### config.mk
export PLATFORM = sky130hd
export DESIGN_NAME = static_dir_pred
export DESIGN_NICKNAME = d
export VERILOG_FILES = /design/src/rtl/sdp_pkg.sv /design/src/rtl/sdp_addr_calc.sv /design/src/rtl/sdp_dir_decide.sv /design/src/rtl/sdp_recovery.sv /design/src/rtl/static_dir_pred.sv
export SDC_FILE = /design/constraint.sdc
export NUM_CORES = 1
export LEC_CHECK = 0
export BUFFER_PORTS_ARGS = -buffer_cell sky130_fd_sc_hd__buf_4
export CAP_MARGIN = 20
export CORE_MARGIN = 2
export CORE_UTILIZATION = 25
export CTS_CLUSTER_DIAMETER = 80
export DETAILED_ROUTE_END_ITERATION = 8
export GPL_TIMING_DRIVEN = 0
export MAX_ROUTING_LAYER = met4
export PLACE_DENSITY_LB_ADDON = 0.12
export SETUP_SLACK_MARGIN = 0.5
export SLEW_MARGIN = 20
export SYNTH_ARGS = -nofsm -noshare
export SYNTH_HDL_FRONTEND = slang
export SYNTH_SLANG_ARGS = --single-unit
### constraint.sdc
create_clock -name clk -period 2.8 [get_ports clk]
set_clock_uncertainty 0.05 [all_clocks]
set_input_delay 0.28 -clock clk [delete_from_list [all_inputs] [get_ports clk]]
set_output_delay 0.28 -clock clk [all_outputs]
set_load 0.1 [all_outputs]
### src/rtl/sdp_pkg.sv
package sdp_pkg;

    typedef enum logic [1:0] {
        ISA_WIDE    = 2'b00,
        ISA_COMPACT = 2'b01,
        ISA_BYTE    = 2'b10,
        ISA_RSVD    = 2'b11
    } isa_e;

    localparam int WIDE_STEP    = 4;
    localparam int COMPACT_STEP = 2;

    function automatic logic isa_native(input isa_e s);
        return (s == ISA_WIDE) || (s == ISA_COMPACT);
    endfunction

endpackage

### src/rtl/sdp_addr_calc.sv
module sdp_addr_calc
    import sdp_pkg::*;
#(
    parameter int AW = 32,
    parameter int OW = 24
) (
    input  logic [AW-1:0] pc,
    input  logic [OW-1:0] off,
    input  isa_e          isa,
    output logic [AW-1:0] target,
    output logic [AW-1:0] fallthru
);
    localparam int EXT = AW - OW;

    logic [AW-1:0] off_ext;
    logic [AW-1:0] step;

    generate
        if (EXT > 0) begin : g_ext
            assign off_ext = {{EXT{off[OW-1]}}, off};
        end else begin : g_trunc
            assign off_ext = off[AW-1:0];
        end
    endgenerate

    always_comb begin
        step     = (isa == ISA_COMPACT) ? AW'(COMPACT_STEP) : AW'(WIDE_STEP);
        target   = pc + off_ext;
        fallthru = pc + step;
    end
endmodule

### src/rtl/sdp_dir_decide.sv
module sdp_dir_decide
    import sdp_pkg::*;
(
    input  logic br_valid,
    input  logic glb_en,
    input  logic own_en,
    input  logic dyn_hit,
    input  isa_e isa,
    input  logic uncond,
    input  logic off_msb,
    input  logic flush_busy,
    input  logic pend,
    output logic accept,
    output logic stall,
    output logic taken,
    output logic cond_br
);
    logic eligible;

    always_comb begin
        eligible = br_valid && glb_en && own_en && !dyn_hit
                   && isa_native(isa) && !flush_busy;
        stall    = eligible && pend;
        accept   = eligible && !pend;
        taken    = uncond || off_msb;
        cond_br  = !uncond;
    end
endmodule

### src/rtl/sdp_recovery.sv
module sdp_recovery #(
    parameter int AW = 32
) (
    input  logic          clk,
    input  logic          rst_n,
    input  logic          load,
    input  logic          load_taken,
    input  logic [AW-1:0] load_addr,
    input  logic          res_valid,
    input  logic          res_taken,
    output logic          pend,
    output logic          flush_valid,
    output logic [AW-1:0] flush_addr
);
    typedef struct packed {
        logic          pend;
        logic          guess;
        logic [AW-1:0] addr;
        logic          flush;
        logic [AW-1:0] flush_addr;
    } rec_t;

    rec_t s_d, s_q;

    always_comb begin
        s_d       = s_q;
        s_d.flush = 1'b0;
        if (load) begin
            s_d.pend  = 1'b1;
            s_d.guess = load_taken;
            s_d.addr  = load_addr;
        end else if (res_valid && s_q.pend) begin
            s_d.pend = 1'b0;
            if (res_taken != s_q.guess) begin
                s_d.flush      = 1'b1;
                s_d.flush_addr = s_q.addr;
            end
        end
    end

    always_ff @(posedge clk) begin
        if (!rst_n) s_q <= '0;
        else        s_q <= s_d;
    end

    assign pend        = s_q.pend;
    assign flush_valid = s_q.flush;
    assign flush_addr  = s_q.flush_addr;


    flush_needs_resolve_chk: assert property (@(posedge clk) disable iff (!rst_n)
        s_q.flush |-> $past(res_valid));


    single_entry_chk: assert property (@(posedge clk) disable iff (!rst_n)
        load |-> !s_q.pend);
endmodule

### src/rtl/static_dir_pred.sv
module static_dir_pred
    import sdp_pkg::*;
#(
    parameter int AW = 32,
    parameter int OW = 24,
    parameter int CW = 4
) (
    input  logic          clk,
    input  logic          rst_n,
    input  logic          glb_en,
    input  logic          own_en,
    input  logic          br_valid,
    input  logic [AW-1:0] br_pc,
    input  logic [OW-1:0] br_off,
    input  logic [CW-1:0] br_cond,
    input  logic          br_uncond,
    input  logic [1:0]    br_state,
    input  logic          dyn_hit,
    output logic          br_stall,
    output logic          redir_valid,
    output logic [AW-1:0] redir_addr,
    output logic          fwd_valid,
    output logic [CW-1:0] fwd_cond,
    output logic          fwd_taken,
    input  logic          res_valid,
    input  logic          res_taken,
    output logic          flush_valid,
    output logic [AW-1:0] flush_addr
);
    typedef struct packed {
        logic          redir;
        logic [AW-1:0] raddr;
        logic          fwd;
        logic [CW-1:0] cond;
        logic          ftaken;
    } out_t;

    out_t o_d, o_q;

    isa_e          isa;
    logic          accept, stall, taken, cond_br, pend;
    logic [AW-1:0] target, fallthru, rec_addr;

    assign isa = isa_e'(br_state);

    sdp_addr_calc #(.AW(AW), .OW(OW)) u_addr (
        .pc(br_pc), .off(br_off), .isa(isa),
        .target(target), .fallthru(fallthru)
    );

    sdp_dir_decide u_dir (
        .br_valid(br_valid), .glb_en(glb_en), .own_en(own_en),
        .dyn_hit(dyn_hit), .isa(isa), .uncond(br_uncond),
        .off_msb(br_off[OW-1]), .flush_busy(flush_valid), .pend(pend),
        .accept(accept), .stall(stall), .taken(taken), .cond_br(cond_br)
    );

    assign rec_addr = taken ? fallthru : target;

    sdp_recovery #(.AW(AW)) u_rec (
        .clk(clk), .rst_n(rst_n),
        .load(accept && cond_br), .load_taken(taken), .load_addr(rec_addr),
        .res_valid(res_valid), .res_taken(res_taken),
        .pend(pend), .flush_valid(flush_valid), .flush_addr(flush_addr)
    );

    always_comb begin
        o_d        = o_q;
        o_d.redir  = accept && taken;
        o_d.fwd    = accept && cond_br;
        if (accept && taken) o_d.raddr = target;
        if (accept && cond_br) begin
            o_d.cond   = br_cond;
            o_d.ftaken = taken;
        end
    end

    always_ff @(posedge clk) begin
        if (!rst_n) o_q <= '0;
        else        o_q <= o_d;
    end

    assign br_stall    = stall;
    assign redir_valid = o_q.redir;
    assign redir_addr  = o_q.raddr;
    assign fwd_valid   = o_q.fwd;
    assign fwd_cond    = o_q.cond;
    assign fwd_taken   = o_q.ftaken;


    redir_after_branch_chk: assert property (@(posedge clk) disable iff (!rst_n)
        o_q.redir |-> ($past(br_valid) && !$past(dyn_hit)));


    no_bytecode_redir_chk: assert property (@(posedge clk) disable iff (!rst_n)
        ($past(br_valid) && $past(br_state) == 2'b10) |-> !o_q.redir);


    redir_flush_excl_chk: assert property (@(posedge clk) disable iff (!rst_n)
        !(o_q.redir && flush_valid));


    stall_needs_pend_chk: assert property (@(posedge clk) disable iff (!rst_n)
        stall |-> pend);
endmodule

Word level (Yosys, flattened, before mapping)
Cells that the tools add are included.
{"block": "totals", "regBits": 105, "latch_bits": 0, "mem_bits_rw": 0, "rom_bits": 0, "inputBits": 71, "out_inout_bits": 73, "word_cells": 41, "mem_count": 0}
{"block": "op_classes", "add_sub_neg": 2, "n_mul": 0, "div_mod_pow": 0, "magnitude_cmp": 0, "n_eq_ne": 2, "shifts": 0, "mux": 5, "n_bitwise": 3, "n_reduce_logical": 20}
{"operator": "32-bit adder", "n": 2}
{"operator": "33-bit two-way mux", "n": 1}
{"operator": "32-bit two-way mux", "n": 1}
{"operator": "1-bit logical AND", "n": 10}
{"operator": "1-bit zero test", "n": 4}
{"operator": "3-bit two-way mux", "n": 1}
{"operator": "1-bit inverter", "n": 3}
{"operator": "3-bit AND reduction", "n": 1}
{"operator": "3-bit OR reduction", "n": 1}
{"operator": "2-bit by 1-bit equality test with 1-bit output, second input constant", "n": 1}
{"operator": "2-bit zero test", "n": 1}
{"operator": "1-bit logical OR", "n": 2}
{"operator": "1-bit two-way mux", "n": 2}
{"operator": "2-bit nonzero test", "n": 1}
{"operator": "1-bit inequality test", "n": 1}

Depth between registers and ports, before layout
Gate-level depths: netlist of run 1.
{"block": "logic_depth", "ltp_word": 9, "depth_mapped": 14, "depth_no_buf": 14}

By module
Synthesis of run 1 repeated with hierarchy kept, for this count alone.
{"block": "hier_totals", "cells_unflattened": 831, "area_unflattened_um2": 7104.3}
{"module": "sdp_recovery", "n_inst": 1, "cells_per_inst": 285, "area_per_inst_um2": 2836.5, "seq_area_each_um2": 1341.3}
{"module": "sdp_addr_calc", "n_inst": 1, "cells_per_inst": 331, "area_per_inst_um2": 2347.3, "seq_area_each_um2": 0.0}
{"module": "static_dir_pred", "n_inst": 1, "cells_per_inst": 209, "area_per_inst_um2": 1875.5, "seq_area_each_um2": 780.7}
{"module": "sdp_dir_decide", "n_inst": 1, "cells_per_inst": 6, "area_per_inst_um2": 45.0, "seq_area_each_um2": 0.0}

Least setup slack after synthesis of run 1
Ideal clock, no wire load.
{"block": "synth_path", "path_type": "register to output", "start": "register u_rec.s_q (netlist bit u_rec.flush_valid)", "end": "output port br_stall", "arrival_time_ns": 2.435, "required_time_ns": 2.470, "path_slack_ns": 0.035, "path_stages_with_launch": 3, "path_buffers": 0, "cell_sequence": "dfxtp_1 or3_1 nor2_1"}
{"block": "synth_via", "elab_chain_cells": 3}
{"item": "start: declaration", "line_no": "sdp_recovery.sv:23", "text": "rec_t s_d, s_q;"}
{"item": "start signal: assignment", "line_no": "sdp_recovery.sv:42", "text": "if (!rst_n) s_q <= '0;"}
{"item": "start signal: assignment", "line_no": "sdp_recovery.sv:43", "text": "else s_q <= s_d;"}
{"item": "1-bit zero test", "line_no": "sdp_dir_decide.sv:22", "text": "&& isa_native(isa) && !flush_busy;"}
{"item": "1-bit logical AND", "line_no": "sdp_dir_decide.sv:22"}
{"item": "1-bit logical AND", "line_no": "sdp_dir_decide.sv:23", "text": "stall = eligible && pend;"}
{"item": "end: declaration", "line_no": "static_dir_pred.sv:19", "text": "output logic br_stall,"}
No other way between the ends.

Worst setup path in the final report of run 1
{"block": "layout_path", "start": "input port br_pc[0]", "end": "register u_rec.s_q[61] (netlist name)"}
{"block": "layout_via", "elab_chain_cells": 2, "elab_cells_between_ends": 3, "classes_between": "2 x add/sub; 1 x mux"}
{"item": "start: declaration", "line_no": "static_dir_pred.sv:13", "text": "input logic [AW-1:0] br_pc,"}
{"item": "32-bit adder, on equally long branches", "line_no": "sdp_addr_calc.sv:28, sdp_addr_calc.sv:29"}
{"item": "32-bit two-way mux *", "line_no": "static_dir_pred.sv:58", "text": "assign rec_addr = taken ? fallthru : target;"}
Every way passes the cells marked *; elsewhere a longest branch is shown, timed or not.
A chain may end at the register's enable or synchronous reset.

==> results.md, run 1 <==
- Status: completed
- Cell family with most CP delay: compound AO/OA/AOI/OAI gates
- Min Tclk post-route: 2.67 ns
- Post-Synthesis Cells: 860
- Vias in the first global route: 6170
- Register area share after synthesis: 32.4%
- Syn_nets: 966
- RSZ-0062 raised after global routing: true
- Tcrit/Tclk final: 95.2%
- Sink Count: 105
- CTS tree: yes
- # setup viols final: 0
- DP Worst Slack: -0.465 ns
- Leading area contributor after synthesis: dfxtp_1
- WP data arrival: 2.91 ns
- Clk root buf: clkbuf_16
- Die H: 165 um
- Die Wd: 165 um
- Dpl hpwl: 19200 um
- DR pass1 iterations: 5
- Worst-Margin Slew: 0.759 ns
- Synth Register Bits: 105
- Net Switching: 0.00125 W
- Switching share of power: 32.6%
- Max_cap viols: 0
- Avg WL per Cell: 17.5 um
- Top cell by count, worst path: o211ai_1
- Fmax: 0.375 GHz
- Die area: 0.0272 sq mm
- Startpoint types: input port
- Port bufs: 142
- Hold Violations, Final: 0
- Core Box Area: 0.0253 sq mm
- Layout cells sized above 1: 33.4%
- Top cells by area, synth: dfxtp_1 32%, nand2_1 11%, a21oi_1 8.9%
- Number of diodes: 0
- Post-synth ARST share: 0%
- TritonCTS buffer count: 9
- Setup CP Type: in2reg
- Worst endpoint required time: 3.04 ns
- Total number of vias: 6548
- Clk slew on worst S/H paths: 0.07 ns
- Rows: 58
- Pins Over Slew Limit: 0
- Slew HR: 49.4%
- Flop pwr share: 39.5%
- Later-pin clock latency in the skew report: 0.36 ns
- CP max stage cell: or4_4
- Endpoint type of the worst setup path: flop
- Post-synth EDFFs: 0
- Warnings, synthesis: 0
- Routed WL: 24300 um
- CP max FO: 3
- Internal: 0.00258 W
- Deepest clock path buffer count: 2
- Commonest non-fill, non-tap cell in the layout: buf_4
- GPL Wtd Cong: 0.900
- Gr usage total: 18.3%
- First-pass GRT wire length: 36400 um
- Setup TNS Final: 0 ns
- Area share of the largest cell type after synthesis: 32.4%
- Primary FF master, synth: dfxtp_1
- HP Class: in2reg
- Congestion Overflow GR: 0
- Final nets: 1156
- Maximum vdd drop: 0.291 mV
- Initial antenna violation count: 0
- Final WS setup: 0.134 ns
- Critical Path, Cell by Cell: buf_8, ha_4, fa_2, a21oi_4, o211ai_1, o211ai_1, nand3_2, a2111oi_4, buf_4, nor4_4, or4_4, a21oi_2
- Initial Util: 25.6%
- Synth Area per Inst: 7.54 sq um
- Buf/Inv on CP: 2
- Initial DRC count: 245
- Comb power frac: 28.0%
- Number of remaining DRC errors: 0
- Synthesis-to-finish area growth: 43.1%
- Most frequent cells in the layout: 198 x buf_4, 176 x nand2_1, 105 x dfxtp_1, 103 x a21oi_1, 41 x nor2_1
- Slowest stage delay, CP: 0.55 ns
- Top Ports: 144
- Maximum number of pins on one net before global-route repair: 18
- Clock power share: 32.5%
- Fill cells: 2724
- Area of the mapped netlist: 0.00648 sq mm
- Cell variety after synth: 61
- Leak: 3.72 nW
- Final ANT Viol Nets: 0
- Via density per instance: 4.73
- Pwr Density: 413 mW/mm^2
- CTS H-tree depth: 3
-- kinds of logic (layout without fill, tap and decap cells) --
group	after synthesis	count (layout)	share of synthesized area, %
xor gates and xnor gates	52	52	7.03
DFF	105	105	32.4
and+or+nand+nor	330	330	22.7
adders and majority gates	35	35	6.99
AOI/OAI and AO/OA	241	241	22.8
buffers and inverters	97	292	8.13
-- metrics by stage --
stage	util (%)	power, W	hold WS, ns	cells	area [sq um]
2_1_floorplan	-	0.00209	0.365	860	6550
3_3_place_gp	31.7	0.00240	0.383	1332	8030
3_5_place_dp	31.7	0.00240	0.388	1332	8030
4_1_cts	35.3	0.00377	0.109	1378	8940
5_1_grt	36.6	0.00401	0.112	1385	9280
6_report	36.6	0.00383	0.121	1385	9280
-- metal layers --
layer | share of wire, % | routed length, um | global-route usage (%) | vias up
met1 | 51 | 12300 | 26.3 | 3032
met2 | 45 | 10800 | 27.4 | 139
met4 | 1.0 | 253 | 4.15 | 0
met5 | 0 | 0 | - | -
met3 | 3.7 | 903 | 2.01 | 15
li1 | - | - | - | 3362
-- power groups by stage --
stage / combinational [W] / sequential [W] / clock, W
6_report: 0.00107 / 0.00151 / 0.00124
3_3_place_gp: 0.000853 / 0.00155 / 0
4_1_cts: 0.000988 / 0.00151 / 0.00127
5_1_grt: 0.00116 / 0.00151 / 0.00133
2_1_floorplan: 0.000492 / 0.00160 / 0
3_5_place_dp: 0.000849 / 0.00155 / 0
-- worst register-to-register path, stage by stage (launching register included) --
cell,delay (ns)
dfxtp_1,0.31
or3_1,0.48
or3_1,0.35
clkbuf_1,0.23
clkbuf_2,0.33
a21oi_1,0.27
a21oi_2,0.08
-- cell type report --
class / count / area, sq um / area share (%)
Multi-Input combinational cell: 658 / 4490 / 48.5
Inverter: 18 / 72.6 / 0.782
Clock buffer: 11 / 243 / 2.62
Tap cell: 330 / 413 / 4.45
Timing Repair Buffer: 179 / 1430 / 15.4
Clock inverter: 5 / 38.8 / 0.418
Sequential cell: 105 / 2100 / 22.7
Buffer: 79 / 480 / 5.18
-- path summary, 6_finish.rpt --
path | slack [ns] | to | cells after the start | start
setup / recovery | 0.13 | u_rec.s_q[61] | 12 | br_pc[0]
hold / removal | 0.12 | fwd_cond[0] | 3 | br_cond[0]
setup reg to reg | 0.59 | u_rec.s_q[61] | 6 | u_rec.flush_valid
hold reg to reg | 0.40 | u_rec.s_q[54] | 2 | u_rec.s_q[54]
-- cell usage after synthesis (4+ instances only) --
master	number
a211oi_1	5
a21o_1	18
a21oi_1	115
a311oi_1	4
a31oi_1	10
and2_1	4
and3_1	8
buf_4	37
clkbuf_1	36
dfxtp_1	105
ha_1	33
inv_1	16
nand2_1	184
nand2b_1	4
nand3_1	25
nand4_1	16
nor2_1	48
nor2b_1	4
nor3_1	13
o211ai_1	16
o21ai_0	32
o21ai_1	9
o221ai_1	6
o31ai_1	4
or3_1	7
xnor2_1	26
xor2_1	26
-- sequential cells by signal, summed over array words and instances (netlist names) --
signal             count
u_rec.flush_addr      32
u_rec.s_q             33
fwd_cond               4
u_rec.flush_valid      1
redir_valid            1
redir_addr            32
u_rec.pend             1
fwd_valid              1
-- timing repair --
item	4_1_cts	5_1_grt
pin swaps	52	39
gates resized for setup	83	68
buffers inserted	30	7
setup endpoints to repair	35	52
hold buffers	0	0
Note: power is estimated with default switching activity, not from simulation.
==> run 2: changes to the inputs <==
--- a/config.mk
+++ b/config.mk
@@ -5,15 +5,17 @@
 export SDC_FILE = /design/constraint.sdc
 export NUM_CORES = 1
 export LEC_CHECK = 0
-export BUFFER_PORTS_ARGS = -buffer_cell sky130_fd_sc_hd__buf_4
+export BUFFER_PORTS_ARGS = -buffer_cell sky130_fd_sc_hd__buf_2
 export CAP_MARGIN = 20
 export CORE_MARGIN = 2
 export CORE_UTILIZATION = 25
 export CTS_CLUSTER_DIAMETER = 80
 export DETAILED_ROUTE_END_ITERATION = 8
 export GPL_TIMING_DRIVEN = 0
+export HOLD_SLACK_MARGIN = 0.06
 export MAX_ROUTING_LAYER = met4
 export PLACE_DENSITY_LB_ADDON = 0.12
+export RECOVER_POWER = 50
 export SETUP_SLACK_MARGIN = 0.5
 export SLEW_MARGIN = 20
 export SYNTH_ARGS = -nofsm -noshare
==> run 2 against run 1 <==
Against the previous run: non-clock buffer count is 4 lower; clock power is 12% higher; first-iteration DRC count is 44% higher; die area stayed put; sequential power hardly changed; fmax is 0.14% lower; critical path type unchanged; largest cell class unchanged.
==> results.md, run 2 (same netlist as run 1, synthesis figures left out) <==
- Status: completed
- GR Util met3: 1.88% (-0.13 points)
- Synthesis-to-finish area growth: 35.5%
- Layout cells sized above 1: 25.1% (-8.2 points)
- Buf/Inv on CP: 2 (unchanged)
- Number of diodes: 0 (unchanged)
- Avg WL per Cell: 17.7 um (+0.80%)
- First-pass GRT wire length: 36300 um (-0.32%)
- M1 GR Usage: 25.9% (-0.37 points)
- Hold Violations, Final: 0 (unchanged)
- Rows: 58 (unchanged)
- Top cell by count, worst path: o211ai_1
- Routed WL: 24400 um (+0.51%)
- Final nets: 1152 (-0.35%)
- Max_cap viols: 0 (unchanged)
- # setup viols final: 0 (unchanged)
- WP data arrival: 2.87 ns (-0.04 ns)
- Gr usage total: 18.1% (-0.12 points)
- Die Wd: 165 um (unchanged)
- RSZ-0062 raised after global routing: true
- Final ANT Viol Nets: 0 (unchanged)
- Initial Util: 25.6% (unchanged)
- Largest Register: u_rec.s_q
- WHS: 0.113 ns (-0.00806 ns)
- GR peak layer: met2
- Hold-fix buffer count after cts: 0 (unchanged)
- Most frequent cells in the layout: 177 x nand2_1, 106 x a21oi_1, 105 x dfxtp_1, 103 x clkbuf_1, 65 x buf_4
- Fmax: 0.375 GHz (-0.14%)
- Via density per instance: 4.68 (-0.98%)
- TritonCTS buffer count: 9 (unchanged)
- Later-pin clock latency in the skew report: 0.35 ns (about the same)
- Deepest clock path buffer count: 2 (unchanged)
- Cell family with most CP delay: compound AO/OA/AOI/OAI gates
- Port bufs: 142 (unchanged)
- Die H: 165 um (unchanged)
- Slack of the worst reg-to-reg path: 0.37 ns (-0.22 ns)
- Maximum vdd drop: 0.292 mV (+0.26%)
- Initial DRC count: 354 (+44%)
- Maximum number of pins on one net before global-route repair: 18 (unchanged)
- DR pass1 iterations: 5 (unchanged)
- Pwr Density: 448 mW/mm^2 (+8.5%)
- Sink Count: 105 (unchanged)
- Number of remaining DRC errors: 0 (unchanged)
- Total power: 0.00393 W (+2.7%)
- Setup CP Type: in2reg
- Top Ports: 144 (unchanged)
- Congestion Overflow GR: 0 (unchanged)
- Vias in the first global route: 6137 (-0.53%)
- Core Box Area: 0.0253 sq mm (unchanged)
- Critical Path, Cell by Cell: buf_8, ha_4, fa_2, a21oi_4, o211ai_1, o211ai_1, nand3_2, a2111oi_4, buf_4, nor3_2, or3_4, a31oi_4, nor2_1
- HP Class: in2reg
- CP max stage cell: fa_2
- Slew HR: 18.1% (-31 points)
- CTS tree: yes
- Total number of vias: 6465 (-1.3%)
- Clk slew on worst S/H paths: 0.08 ns (about the same)
- Initial antenna violation count: 0 (unchanged)
- Slowest stage delay, CP: 0.39 ns (-0.16 ns)
- Startpoint types: input port
- Worst endpoint required time: 3.00 ns (-0.04 ns)
- Clk root buf: clkbuf_16
- CP max FO: 3 (unchanged)
- Met2 Use GR: 27.2% (-0.15 points)
- Tcrit/Tclk final: 95.3% (+0.14 points)
- Dpl hpwl: 19200 um (-0.43%)
- GPL Wtd Cong: 0.900 (about the same)
- Max reg flops: 33 (unchanged)
- Pins Over Slew Limit: 0 (unchanged)
- Commonest non-fill, non-tap cell in the layout: nand2_1
- Endpoint type of the worst setup path: flop
- CTS H-tree depth: 3 (unchanged)
- Worst-Margin Slew: 1.23 ns (+0.474 ns)
- Die area: 0.0272 sq mm (unchanged)
- Layout Utilization: 34.7% (-1.9 points)
- Leak: 3.33 nW (-10%)
- Min Tclk post-route: 2.67 ns (+0.00383 ns)
[run 2: worst paths after layout]
path | from | end | depth (start not counted)
worst max-delay path | br_pc[0] | u_rec.s_q[59] | 13
worst min-delay path | br_cond[1] | fwd_cond[1] | 3
worst max register to register | u_rec.flush_valid | u_rec.s_q[56] | 6
worst min register to register | u_rec.s_q[54] | u_rec.s_q[54] | 2
[run 2: report_power, final]
| group | internal [W] | switching [W] | total (W) | leakage (nW) |
|---|---|---|---|---|
| combinational | 0.000402 | 0.000624 | 0.00103 | 2.33 |
| sequential | 0.00150 | 0.00000811 | 0.00151 | 0.846 |
| clock | 0.000790 | 0.000604 | 0.00139 | 0.153 |
| total | 0.00270 | 0.00124 | 0.00393 | 3.33 |
[run 2: stage by stage]
step	setup slack (ns)	area (sq um)	std cells	setup TNS, ns
after detailed placement	-0.461	7670	1332	-4.59
final	0.131	8780	1381	0
after global routing	-0.0458	8780	1381	-0.0742
after CTS	0.138	8420	1368	0
after global placement	-0.473	7670	1332	-4.74
after floorplan	0.224	6550	860	0
[run 2: routing by layer]
layer | vias up | wire length, um
li1 | 3346 | -
met1 | 2956 | 12400
met2 | 139 | 10600
met3 | 24 | 934
met4 | 0 | 499
met5 | - | 0
[run 2: final cells by class]
class,instances,area [sq um]
Buffer,79,483
Clock buffer,10,229
Clock inverter,6,90.1
Fill cell,2824,16500
Inverter,18,70.1
Multi-Input combinational cell,658,4440
Sequential cell,105,2100
Tap cell,330,413
Timing Repair Buffer,175,961
[run 2: worst reg2reg max path: stages, from the launching register on]
cell and delay, ns:
dfxtp_1 0.31, or3_1 0.49, nor3_1 0.50, nand2_1 0.38, inv_1 0.33, o221ai_2 0.20, nand2_1 0.11
[run 2: what timing repair did]
item / CTS / global route
endpoints found under the setup margin: 31 / 55
buffers inserted: 20 / 13
pin swaps: 34 / 31
resized for setup: 60 / 90
==> run 3: changes to the inputs <==
--- a/config.mk
+++ b/config.mk
@@ -7,7 +7,7 @@
 export LEC_CHECK = 0
 export BUFFER_PORTS_ARGS = -buffer_cell sky130_fd_sc_hd__buf_2
 export CAP_MARGIN = 20
-export CORE_MARGIN = 2
+export CORE_MARGIN = 4
 export CORE_UTILIZATION = 25
 export CTS_CLUSTER_DIAMETER = 80
 export DETAILED_ROUTE_END_ITERATION = 8
==> constraint.sdc (replaced) <==
create_clock -name clk -period 3.3 [get_ports clk]
set_clock_uncertainty 0.05 [all_clocks]
set_input_delay 0.33 -clock clk [delete_from_list [all_inputs] [get_ports clk]]
set_output_delay 0.33 -clock clk [all_outputs]
set_load 0.1 [all_outputs]
==> run 3 against run 2 <==
Against the previous run: critical path depth unchanged; sequential power decreased by 15%; first-iteration DRC count decreased by 5.4%; design area decreased by 8.7%; flip-flop and latch count unchanged; worst setup slack improved by 0.41 ns; sequential share of layout area increased by 2.3 points; register-to-register slack improved by 0.50 ns; largest cell class unchanged; largest power group unchanged.
==> results.md, run 3 (same netlist as run 1, synthesis figures left out) <==
- Largest Register: u_rec.s_q
- Total number of vias: 6374 (-1.4%)
- Top Ports: 144 (unchanged)
- Maximum number of pins on one net before global-route repair: 17 (-1)
- Avg WL per Cell: 17.5 um (-0.72%)
- Layout cells sized above 1: 16.4% (-8.7 points)
- Port bufs: 142 (unchanged)
- Number of diodes: 0 (unchanged)
- Slack of the worst reg-to-reg path: 0.87 ns (+0.50 ns)
- Fmax: 0.362 GHz
- Dpl hpwl: 19300 um (+0.78%)
- Top cell by count, worst path: o211ai_1
- Gr usage total: 16.7% (-1.4 points)
- Congestion Overflow GR: 0 (unchanged)
- Final nets: 1130 (-1.9%)
- Max reg flops: 33 (unchanged)
- Die Wd: 169 um (+2.4%)
- Via density per instance: 4.69 (+0.19%)
- # setup viols final: 0 (unchanged)
- Worst endpoint required time: 3.49 ns (+0.49 ns)
- Commonest non-fill, non-tap cell in the layout: nand2_1
- Worst-Margin Slew: 1.29 ns (+0.0570 ns)
- Placed Cells: 1332 (unchanged)
- Finished Cell Area: 0.00802 sq mm (-8.7%)
- Worst setup startpoint: br_pc[0]
- Final ANT Viol Nets: 0 (unchanged)
- CP max stage cell: fa_2
- Core Box Area: 0.0253 sq mm (unchanged)
- Dpl cell area: 0.00761 sq mm (-0.80%)
- Hold Violations, Final: 0 (unchanged)
- Most frequent cells in the layout: 183 x nand2_1, 114 x a21oi_1, 109 x clkbuf_1, 105 x dfxtp_1, 70 x buf_2
- Pins Over Slew Limit: 0 (unchanged)
- DP Worst Slack: -0.335 ns (+0.127 ns)
- Min Tclk post-route: 2.76 ns
- Rows: 58 (unchanged)
- Final WS setup: 0.539 ns (+0.408 ns)
- Tcrit/Tclk final: 83.7%
- Vias in the first global route: 6135 (-0.033%)
- Leak: 3.08 nW (-7.7%)
- Initial Util: 25.6% (unchanged)
- Clk slew on worst S/H paths: 0.07 ns (about the same)
- HP Start: br_cond[2]
- Die H: 169 um (+2.4%)
- Routed WL: 23800 um (-2.3%)
- Clk root buf: clkbuf_16
- WP data arrival: 2.95 ns (+0.08 ns)
- Pwr Density: 384 mW/mm^2 (-14%)
- First-pass GRT wire length: 36000 um (-0.74%)
- Endpoint type of the worst setup path: flop
- Synthesis-to-finish area growth: 23.6%
- DR pass1 iterations: 4 (-1)
- Number of remaining DRC errors: 0 (unchanged)
- Deepest clock path buffer count: 2 (unchanged)
- TritonCTS buffer count: 9 (unchanged)
- Initial DRC count: 335 (-5.4%)
- Later-pin clock latency in the skew report: 0.36 ns (about the same)
- Setup CP Type: in2reg
- GPL Wtd Cong: 0.874 (-2.9%)
- HP Class: in2reg
- CTS tree: yes
- Initial antenna violation count: 0 (unchanged)
- Cell family with most CP delay: compound AO/OA/AOI/OAI gates
- Die area: 0.0286 sq mm (+4.9%)
- CTS H-tree depth: 3 (unchanged)
- Slew HR: 14.3% (-3.8 points)
- Critical Path, Cell by Cell: buf_8, ha_4, fa_2, a21oi_4, o211ai_1, o211ai_1, nand3_2, a2111oi_4, buf_4, nor2_4, a311oi_2, xor2_1, a21oi_1
- Sink Count: 105 (unchanged)
- CP max FO: 3 (unchanged)
- Startpoint types: input port
- Fill cells: 2893 (+2.4%)
- RSZ-0062 raised after global routing: true
- Final Non-Filler Cells: 1359 (-1.6%)
- Slowest stage delay, CP: 0.37 ns (-0.02 ns)
- Status: completed
- Reg-to-Reg Start: u_rec.flush_valid
- Max_cap viols: 0 (unchanged)
- Maximum vdd drop: 0.251 mV (-14%)
- Buf/Inv on CP: 2 (unchanged)
-- run 3: cell count changes in the layout (fill, tap and decap cells not counted), sizes merged --
cell      previous run  this run
buf                145       123
inv                 20        18
clkbuf             118       121
bufinv               2         0
clkinvlp             1         2
-- run 3: through the flow --
step	TNS, ns	power [W]	util, %	hold slack [ns]
detailed placement	-1.62	0.00200	30.0	0.384
finish	0	0.00307	31.6	0.157
CTS	0	0.00309	31.6	0.150
floorplan	0	0.00177	-	0.365
global route	0	0.00322	31.6	0.161
global placement	-1.52	0.00200	30.0	0.384
-- run 3: worst min-delay path, cell delays in order --
cell and delay (ns):
buf_2 0.10, nand2_1 0.04, a21oi_1 0.05
-- run 3: path summary, 6_finish.rpt --
kind | cells after the start | end
hold reg to reg | 2 | u_rec.s_q[62]
setup / recovery | 13 | u_rec.s_q[63]
setup reg to reg | 6 | u_rec.s_q[50]
hold / removal | 3 | fwd_cond[2]
-- run 3: power by group --
group          internal, W  switching (W)  total (W)
Combinational     0.000251       0.000464   0.000714
Clock             0.000576       0.000500    0.00108
Sequential         0.00128     0.00000688    0.00128
-- run 3: area by class of cell --
type | instances | area [sq um] | share of cell area (%)
tap | 330 | 413 | 5.15
clock inverter | 3 | 23.8 | 0.297
multi-input combinational | 658 | 3960 | 49.4
buffer | 79 | 459 | 5.73
sequential | 105 | 2100 | 26.2
timing repair buffer | 153 | 719 | 8.98
inverter | 18 | 67.6 | 0.843
clock buffer | 13 | 270 | 3.37
-- run 3: metal layers --
metal | GRT usage [%] | part of all wire (%) | up-vias
met4 | 4.55 | 1.8 | 0
li1 | - | - | 3313
met3 | 1.89 | 3.5 | 22
met2 | 25.0 | 43 | 140
met5 | - | 0 | -
met1 | 24.0 | 52 | 2899
-- run 3: repair_timing --
action	in CTS	in global routing
gates resized for setup	18	10
endpoints found under the setup margin	19	16
hold buffers	0	0
buffers inserted	5	6
pin swaps	15	17
